**config.mk**
```make
export PLATFORM = sky130hd
export DESIGN_NAME = lru_age_tracker
export DESIGN_NICKNAME = d
export VERILOG_FILES = /design/src/rtl/lru_pkg.sv /design/src/rtl/lru_victim_sel.sv /design/src/rtl/lru_age_next.sv /design/src/rtl/lru_age_tracker.sv
export SDC_FILE = /design/constraint.sdc
export NUM_CORES = 1
export LEC_CHECK = 0
export CORE_AREA = 2 2 327 329
export DETAILED_ROUTE_END_ITERATION = 6
export DIE_AREA = 0 0 329 331
export DONT_BUFFER_PORTS = 1
export PLACE_DENSITY = 0.52
export SYNTH_ARGS = -nofsm -noshare
export SYNTH_HDL_FRONTEND = slang
export SYNTH_SLANG_ARGS = --single-unit
```
**constraint.sdc**
```tcl
create_clock -name clk -period 4.8 [get_ports clk]
set_input_delay 0.48 -clock clk [delete_from_list [all_inputs] [get_ports clk]]
set_output_delay 0.48 -clock clk [all_outputs]
set_load 0.01 [all_outputs]
```
**src/rtl/lru_pkg.sv**
```systemverilog
package lru_pkg;
  // Associativity of the cache; the age width follows from it.
  localparam int unsigned WAYS  = 4;
  localparam int unsigned WAY_W = $clog2(WAYS);

  typedef logic [WAY_W-1:0] way_t;
  typedef logic [WAY_W-1:0] age_t;

  typedef struct packed {
    logic vld;
    age_t age;
  } line_t;

  localparam age_t AGE_OLDEST = age_t'(WAYS - 1);
endpackage

```
**src/rtl/lru_victim_sel.sv**
```systemverilog
module lru_victim_sel
  import lru_pkg::*;
(
  input  line_t [WAYS-1:0] lines_i,
  output way_t             victim_o,
  output logic             free_o
);

  always_comb begin
    victim_o = '0;
    free_o   = 1'b0;
    // Oldest line; meaningful once every line is valid.
    for (int w = WAYS - 1; w >= 0; w--) begin
      if (lines_i[w].age == AGE_OLDEST) victim_o = way_t'(w);
    end
    // Any invalid line wins; descending scan leaves the lowest index.
    for (int w = WAYS - 1; w >= 0; w--) begin
      if (!lines_i[w].vld) begin
        victim_o = way_t'(w);
        free_o   = 1'b1;
      end
    end
  end

endmodule

```
**src/rtl/lru_age_next.sv**
```systemverilog
module lru_age_next
  import lru_pkg::*;
(
  input  line_t [WAYS-1:0] lines_i,
  input  logic             hit_i,
  input  way_t             hit_way_i,
  input  way_t             fill_way_i,
  output line_t [WAYS-1:0] lines_o
);

  age_t ref_age;
  logic hit_ok;

  always_comb begin
    ref_age = lines_i[hit_way_i].age;
    hit_ok  = lines_i[hit_way_i].vld;
    lines_o = lines_i;
    for (int w = 0; w < WAYS; w++) begin
      if (hit_i) begin
        if (hit_ok) begin
          if (way_t'(w) == hit_way_i) begin
            lines_o[w].age = '0;
          end else if (lines_i[w].vld && (lines_i[w].age < ref_age)) begin
            lines_o[w].age = lines_i[w].age + age_t'(1);
          end
        end
      end else begin
        if (way_t'(w) == fill_way_i) begin
          lines_o[w].vld = 1'b1;
          lines_o[w].age = '0;
        end else if (lines_i[w].vld) begin
          lines_o[w].age = lines_i[w].age + age_t'(1);
        end
      end
    end
  end

endmodule

```
**src/rtl/lru_age_tracker.sv**
```systemverilog
module lru_age_tracker
  import lru_pkg::*;
#(
  parameter  int unsigned NUM_SETS = 64,
  localparam int unsigned SET_W    = $clog2(NUM_SETS)
) (
  input  logic             clk,
  input  logic             rst_n,
  input  logic             inval_all,
  input  logic             acc_vld,
  input  logic [SET_W-1:0] acc_set,
  input  logic             acc_hit,
  input  way_t             acc_way,
  output way_t             victim_way,
  output logic             victim_free
);

  line_t [WAYS-1:0] set_q [NUM_SETS];
  line_t [WAYS-1:0] set_d [NUM_SETS];
  logic  [NUM_SETS-1:0] set_en;

  line_t [WAYS-1:0] cur_lines;
  line_t [WAYS-1:0] upd_lines;

  assign cur_lines = set_q[acc_set];

  lru_victim_sel u_vsel (
    .lines_i  (cur_lines),
    .victim_o (victim_way),
    .free_o   (victim_free)
  );

  lru_age_next u_next (
    .lines_i    (cur_lines),
    .hit_i      (acc_hit),
    .hit_way_i  (acc_way),
    .fill_way_i (victim_way),
    .lines_o    (upd_lines)
  );

  // Per-set enable and next state; invalidate overrides the access.
  always_comb begin
    for (int s = 0; s < NUM_SETS; s++) begin
      set_en[s] = inval_all | (acc_vld & (acc_set == SET_W'(s)));
      set_d[s]  = inval_all ? '0 : upd_lines;
    end
  end

  always_ff @(posedge clk or negedge rst_n) begin
    if (!rst_n) begin
      for (int s = 0; s < NUM_SETS; s++) set_q[s] <= '0;
    end else begin
      for (int s = 0; s < NUM_SETS; s++) begin
        if (set_en[s]) set_q[s] <= set_d[s];
      end
    end
  end

endmodule

```
Yosys cells after proc, flatten, opt, wreduce, memory -nomap -nowiden
Index checks and enable logic that the tools add are counted.

Register bits after elaboration: 768. Bits of input ports: 13. Output and inout port bits: 3. Logic and storage cells: 781.

$add $sub $neg: 4. $lt $le $gt $ge: 6. Equal/unequal tests: 73. Muxes and demuxes: 50. Bitwise operators: 129. Reduce and logical (&&, ||, !) cells: 7.

Operators with widths (count): 6-bit equality test, second input constant (32); 6-bit by 5-bit equality test with 1-bit output, second input constant (16); 12-bit binary-select mux with 6-bit select (1); 1-bit bitwise AND (64); 2-bit 2-to-1 mux (32); 1-bit bitwise OR (64); 6-bit by 4-bit equality test with 1-bit output, second input constant (8); 12-bit 2-to-1 mux (3); 6-bit by 3-bit equality test with 1-bit output, second input constant (4); 6-bit by 2-bit equality test with 1-bit output, second input constant (2); 1-bit 2-to-1 mux (12); 2-bit by 1-bit adder with 2-bit output, second input constant (4); 2-bit equality test, first input constant (4); 2-bit equality test, second input constant (4); 2-bit less-than comparator (4); 7-bit greater-or-equal comparator, second input constant (1); 6-bit NOT with 7-bit output (1); 3-bit binary-select mux with 2-bit select (1); 6-bit by 1-bit equality test with 1-bit output, second input constant (1); 6-bit logical NOT (1); 1-bit by 2-bit equality test with 1-bit output, first input constant (2); 1-bit logical AND (4); 2-bit logical NOT (2); 2-bit by 3-bit less-than comparator with 1-bit output, second input constant (1); 3-bit 2-to-1 mux (1).

Depth between registers and ports, before layout
Word-level depth: 17. Depth in mapped cells: 22. Gate-level depth less buffers: 16.

Modules after synthesis
From an unflattened synthesis, not the netlist that was laid out.

Cell total of the unflattened synthesis: 4125. Area total of the unflattened synthesis: 38296.7 µm².

Modules (own cells, without submodules): lru_age_tracker (instances 1, cells an instance 3991, area each 37294.5 µm², sequential area each 19218.4 µm²); lru_age_next (instances 1, cells an instance 120, area each 919.6 µm², sequential area each 0.0 µm²); lru_victim_sel (instances 1, cells an instance 14, area each 82.6 µm², sequential area each 0.0 µm²).

Worst setup path before layout
No wires, ideal clock.

Path kind: input-to-reg. Start: in acc_set[1]. End: reg set_q[106] (netlist name). Setup time: 0.125 ns. Arrival time: 5.110 ns. Data required time: 4.675 ns. Setup slack: -0.435 ns. Cell stages on the path: 19. Buffers on the path: 7. Cell sequence: buf_2 buf_6 buf_4 buf_4 buf_2 buf_1 mux4_2 mux4_2 mux4_2 mux4_2 inv_1 ha_1 a211o_1 o41ai_1 and3_1 a211oi_1 o31ai_4 buf_6 mux2_2.

Longest elaborated chain between the ends: 17. Elaborated cells on any way between the ends: 32. Classes of those cells: add/sub (1); order compare (1); eq/ne (6); mux (20); bitwise (3); reduce/logical (1).

Ends and longest elaborated chain: start: declaration (line lru_age_tracker.sv:11) `input logic [SET_W-1:0] acc_set,`; 6-bit NOT with 7-bit output (not written as such) (line lru_age_tracker.sv:25) `assign cur_lines = set_q[acc_set];`; 12-bit binary-select mux with 6-bit select (line lru_age_tracker.sv:25); 12-bit 2-to-1 mux (not written as such) (2 in series) (line lru_age_tracker.sv:25); 2-bit equality test (line lru_victim_sel.sv:14) `if (lines_i[w].age == AGE_OLDEST) victim_o = way_t'(w);`; 2-bit 2-to-1 mux (4 in series) (line lru_victim_sel.sv:14); 2-bit 2-to-1 mux (4 in series) (line lru_victim_sel.sv:18) `if (!lines_i[w].vld) begin`; 2-bit equality test (line lru_age_next.sv:28) `if (way_t'(w) == fill_way_i) begin`; 2-bit 2-to-1 mux (line lru_age_next.sv:28); 2-bit 2-to-1 mux (line lru_age_next.sv:19) `if (hit_i) begin`; 12-bit 2-to-1 mux (line lru_age_tracker.sv:45) `set_d[s] = inval_all ? '0 : upd_lines;`; end signal: indexed assignment (line lru_age_tracker.sv:54) `if (set_en[s]) set_q[s] <= set_d[s];`; end: declaration (line lru_age_tracker.sv:18) `line_t [WAYS-1:0] set_q [NUM_SETS];`.

Several ways; a longest one is shown, not always the timed one. The select of a mux whose other input is x is not followed. A chain may end at the register's enable or synchronous reset.

Worst setup path in the final report
Start: reg set_q[397] (netlist name). End: out victim_way[1].

Longest elaborated chain between the ends: 9.

Ends and longest elaborated chain: 12-bit binary-select mux with 6-bit select (line lru_age_tracker.sv:25); 12-bit 2-to-1 mux (not written as such) (2 in series) (line lru_age_tracker.sv:25); 2-bit equality test (line lru_victim_sel.sv:14); 2-bit 2-to-1 mux (line lru_victim_sel.sv:14); 2-bit 2-to-1 mux (4 in series) (line lru_victim_sel.sv:18); end: declaration (line lru_age_tracker.sv:14) `output way_t victim_way,`.

Every way passes these cells. The select of a mux whose other input is x is not followed.

==> run_results.csv <==
group,metric,value,unit
clocking,cts.sinks,768,
routing,vias,26800,
hold_path,hp-class,"in -> async",
critical_path,cp.required,4.32,ns
clocking,clkTransAtPathRegs,0.06,ns
pwr,max-vdd-ir-drop,0.242,mV
routing,initialDrtViolationCount,2395,
routing,viasPerCell,5.63,
sta,worst_pin_slew,1.79,ns
final_layout,largest_reg_flops,768,
clocking,cts-resized-gates,0,
clocking,cts_hold_buf,1,
routing,drc,0,
floorplan,core,105000,um2
outcome,outcome,"finished with violations",
synthesis,syn_nets,3457,
sta,finalSetupTns,0,ns
critical_path,slowest_delay,0.56,ns
sta,rsz0062_at_grt,"no",
synthesis,yosysUniqueCellTypes,76,
final_layout,multi_input_area,15900,um2
placed_design,gp_congestion,0.830,
critical_path,crit_buf_inv,3,
critical_path,cp_top_family,"multiplexers",
placed_design,place_inst,4600,
synthesis,synth-edff-count,0,
final_layout,seqCellArea,19200,um2
critical_path,r2r-start,"set_q[10]$_DFFE_PN0P_",
critical_path,arrival,4.04,ns
floorplan,num_rows,119,
synthesis,synth_seq_cells,768,
global_routing,grt_overflow,0,
sta,period_minus_slack,4.52,ns
critical_path,critical_path_class,"reg -> out",
sta,whs,-0.220,ns
clocking,insertion_delay,0.67,ns
clocking,ctsHtreeMaxLevel,3,
synthesis,synth_cells,3436,
synthesis,synth_top_area_share,52.5,%
clocking,numCtsBuffers,87,
floorplan,io_pins,16,
critical_path,regToRegSetupSlack,0.44,ns
synthesis,synthArstFlopShare,100,%
final_layout,drive_gt1_share,15.0,%
final_layout,top_regs,"set_q x768",
pwr,powerDensity,389,nW/um2
global_routing,grt_use_total,20.0,%
global_routing,grt_max_degree,769,
critical_path,critPathLaunchType,"flop",
outcome,violations,"hold timing, slew limit",
final_layout,regMostFlops,"set_q",
floorplan,dieHeight,331,um
clocking,cts_root_buffer,"clkbuf_16",
critical_path,crit_path_max_fanout,4,
sta,fmax,0.221,GHz
synthesis,synthTopCellsByCount,"768 x dfrtp_1, 635 x o21ai_0, 500 x nand3_1",
floorplan,die_area,109000,um2
final_layout,syn2layout_area_growth,12.3,%
synthesis,synth.yosys.seq_area_share,52.5,%
clocking,clk_path_buf_depth,3,
sta,period_share,94.2,%
sta,slew_viol_final,192,
floorplan,initial_utilization,34.8,%
placed_design,place.port_buffers,0,
critical_path,crit_slowest_cell,"mux4_2",
sta,slew_headroom,-19.1,%
final_layout,num_antenna_cells,0,
pwr,cellLeakagePower,0.0177,uW
routing,postRouteAntennaNets,0,
final_layout,finalNonFillerCells,4765,
synthesis,synth.most_common_cell,"dfrtp_1",
clocking,cts_tree,"built",
global_routing,antenna_found_initial,0,
synthesis,dominantRegCellSynth,"dfrtp_1",
synthesis,synth.avg_cell_area,10.6,um2
critical_path,path_cells,"mux4_2, mux4_2, mux4_2, ha_1, nor2_1, o21ai_0, buf_4, a211oi_1, buf_4, buf_4",
sta,skew,0.0367,ns
critical_path,end_kind,"primary output",
clocking,post-cts-setup-buffers,0,
final_layout,fillers,10200,
placed_design,dp.final_hpwl,65500,um
routing,wl,109000,um
routing,dr.pass1.iters,5,
routing,drt-wirelength-per-cell,22.9,um
sta,hold_violations,54,
job,cap_violations,0,
global_routing,grt_pass1_vias,26600,
floorplan,die_width,329,um
global_routing,grt_first_pass_wirelength,170000,um
critical_path,r2r.worst_path.cells,13,
synthesis,synth_top_area_cell,"dfrtp_1",
sta,setup_viol,0,
synthesis,synth_area,36600,um2
synthesis,synth_area_leaders,"dfrtp_1 53%, o21ai_0 8.7%, nand3_1 6.8%",
synthesis,yosys_warnings,0,
final_layout,final_util,39.1,%
critical_path,r2r-end,"set_q[250]$_DFFE_PN0P_",
final_layout,layout.nets,3325,
==> where the power goes <==
| part | leakage (uW) | total [uW] | internal [uW] | switching, uW |
|---|---|---|---|---|
| logic | 0.00564 | 2070 | 923 | 1140 |
| registers | 0.0106 | 7070 | 6870 | 196 |
| clock network | 0.00145 | 6860 | 4050 | 2800 |
==> routing by layer <==
layer	wire (um)	track usage [%]	vias up	part of all wire, %
met4	2070	4.88	0	1.9
met3	5550	3.36	133	5.1
met5	0	0	-	0
li1	-	-	12400	-
met2	50000	30.9	636	46
met1	51400	29.3	13700	47
==> worst max-delay path by stage <==
stage | startpoint | end | slack [ns] | cells after the start
after detailed placement | acc_set[2] | set_q[643]$_DFFE_PN0P_ | 0.17 | 15
after floorplan | acc_set[1] | set_q[106]$_DFFE_PN0P_ | 0.03 | 19
after global placement | acc_set[2] | set_q[631]$_DFFE_PN0P_ | 0.18 | 15
after global routing | set_q[627]$_DFFE_PN0P_ | victim_way[1] | 0.17 | 14
final | set_q[397]$_DFFE_PN0P_ | victim_way[1] | 0.28 | 10
after CTS | set_q[397]$_DFFE_PN0P_ | victim_way[1] | 0.31 | 10
==> placed cells by master, fill, tap and decap left out, types with 10 or more instances in the layout <==
cell type,instances
a211oi_1,24
a21oi_1,191
a22oi_1,92
and3_1,10
buf_12,33
buf_4,55
clkbuf_1,21
clkbuf_16,88
clkbuf_8,22
clkinv_2,14
dfrtp_1,768
inv_1,14
mux2_2,132
mux2i_1,190
mux4_2,111
nand2_1,109
nand3_1,500
nand4_1,11
nor2_1,182
nor3_1,13
o21ai_0,635
o22ai_1,11
==> metrics by stage <==
stage / cell area, um2 / total power (uW) / setup WS, ns
after global routing: 41100 / 16600 / 0.170
after CTS: 41000 / 16000 / 0.311
after detailed placement: 38000 / 9110 / 0.166
after floorplan: 36600 / 8550 / 0.0290
final: 41100 / 16000 / 0.278
after global placement: 38000 / 9080 / 0.181
==> kinds of logic after synthesis <==
kind of cell,Yosys count,synth area share (%)
adder cells (fa/ha/maj),8,0.274
buffers and inverters,330,4.18
XOR/XNOR,2,0.0479
AO/OA/AOI/OAI,1015,15.5
multiplexers,434,16.1
flip-flops,768,52.5
AND/OR/NAND/NOR,879,11.4
==> cell type report <==
cell class | count | area share, %
Clock inverter | 28 | 0.889
Sequential cell | 768 | 46.8
Timing Repair Buffer | 94 | 2.93
Inverter | 15 | 0.155
Clock buffer | 131 | 6.29
Multi-Input combinational cell | 2338 | 38.7
Tap cell | 1391 | 4.24
Note: power is estimated with default switching activity, not from simulation.
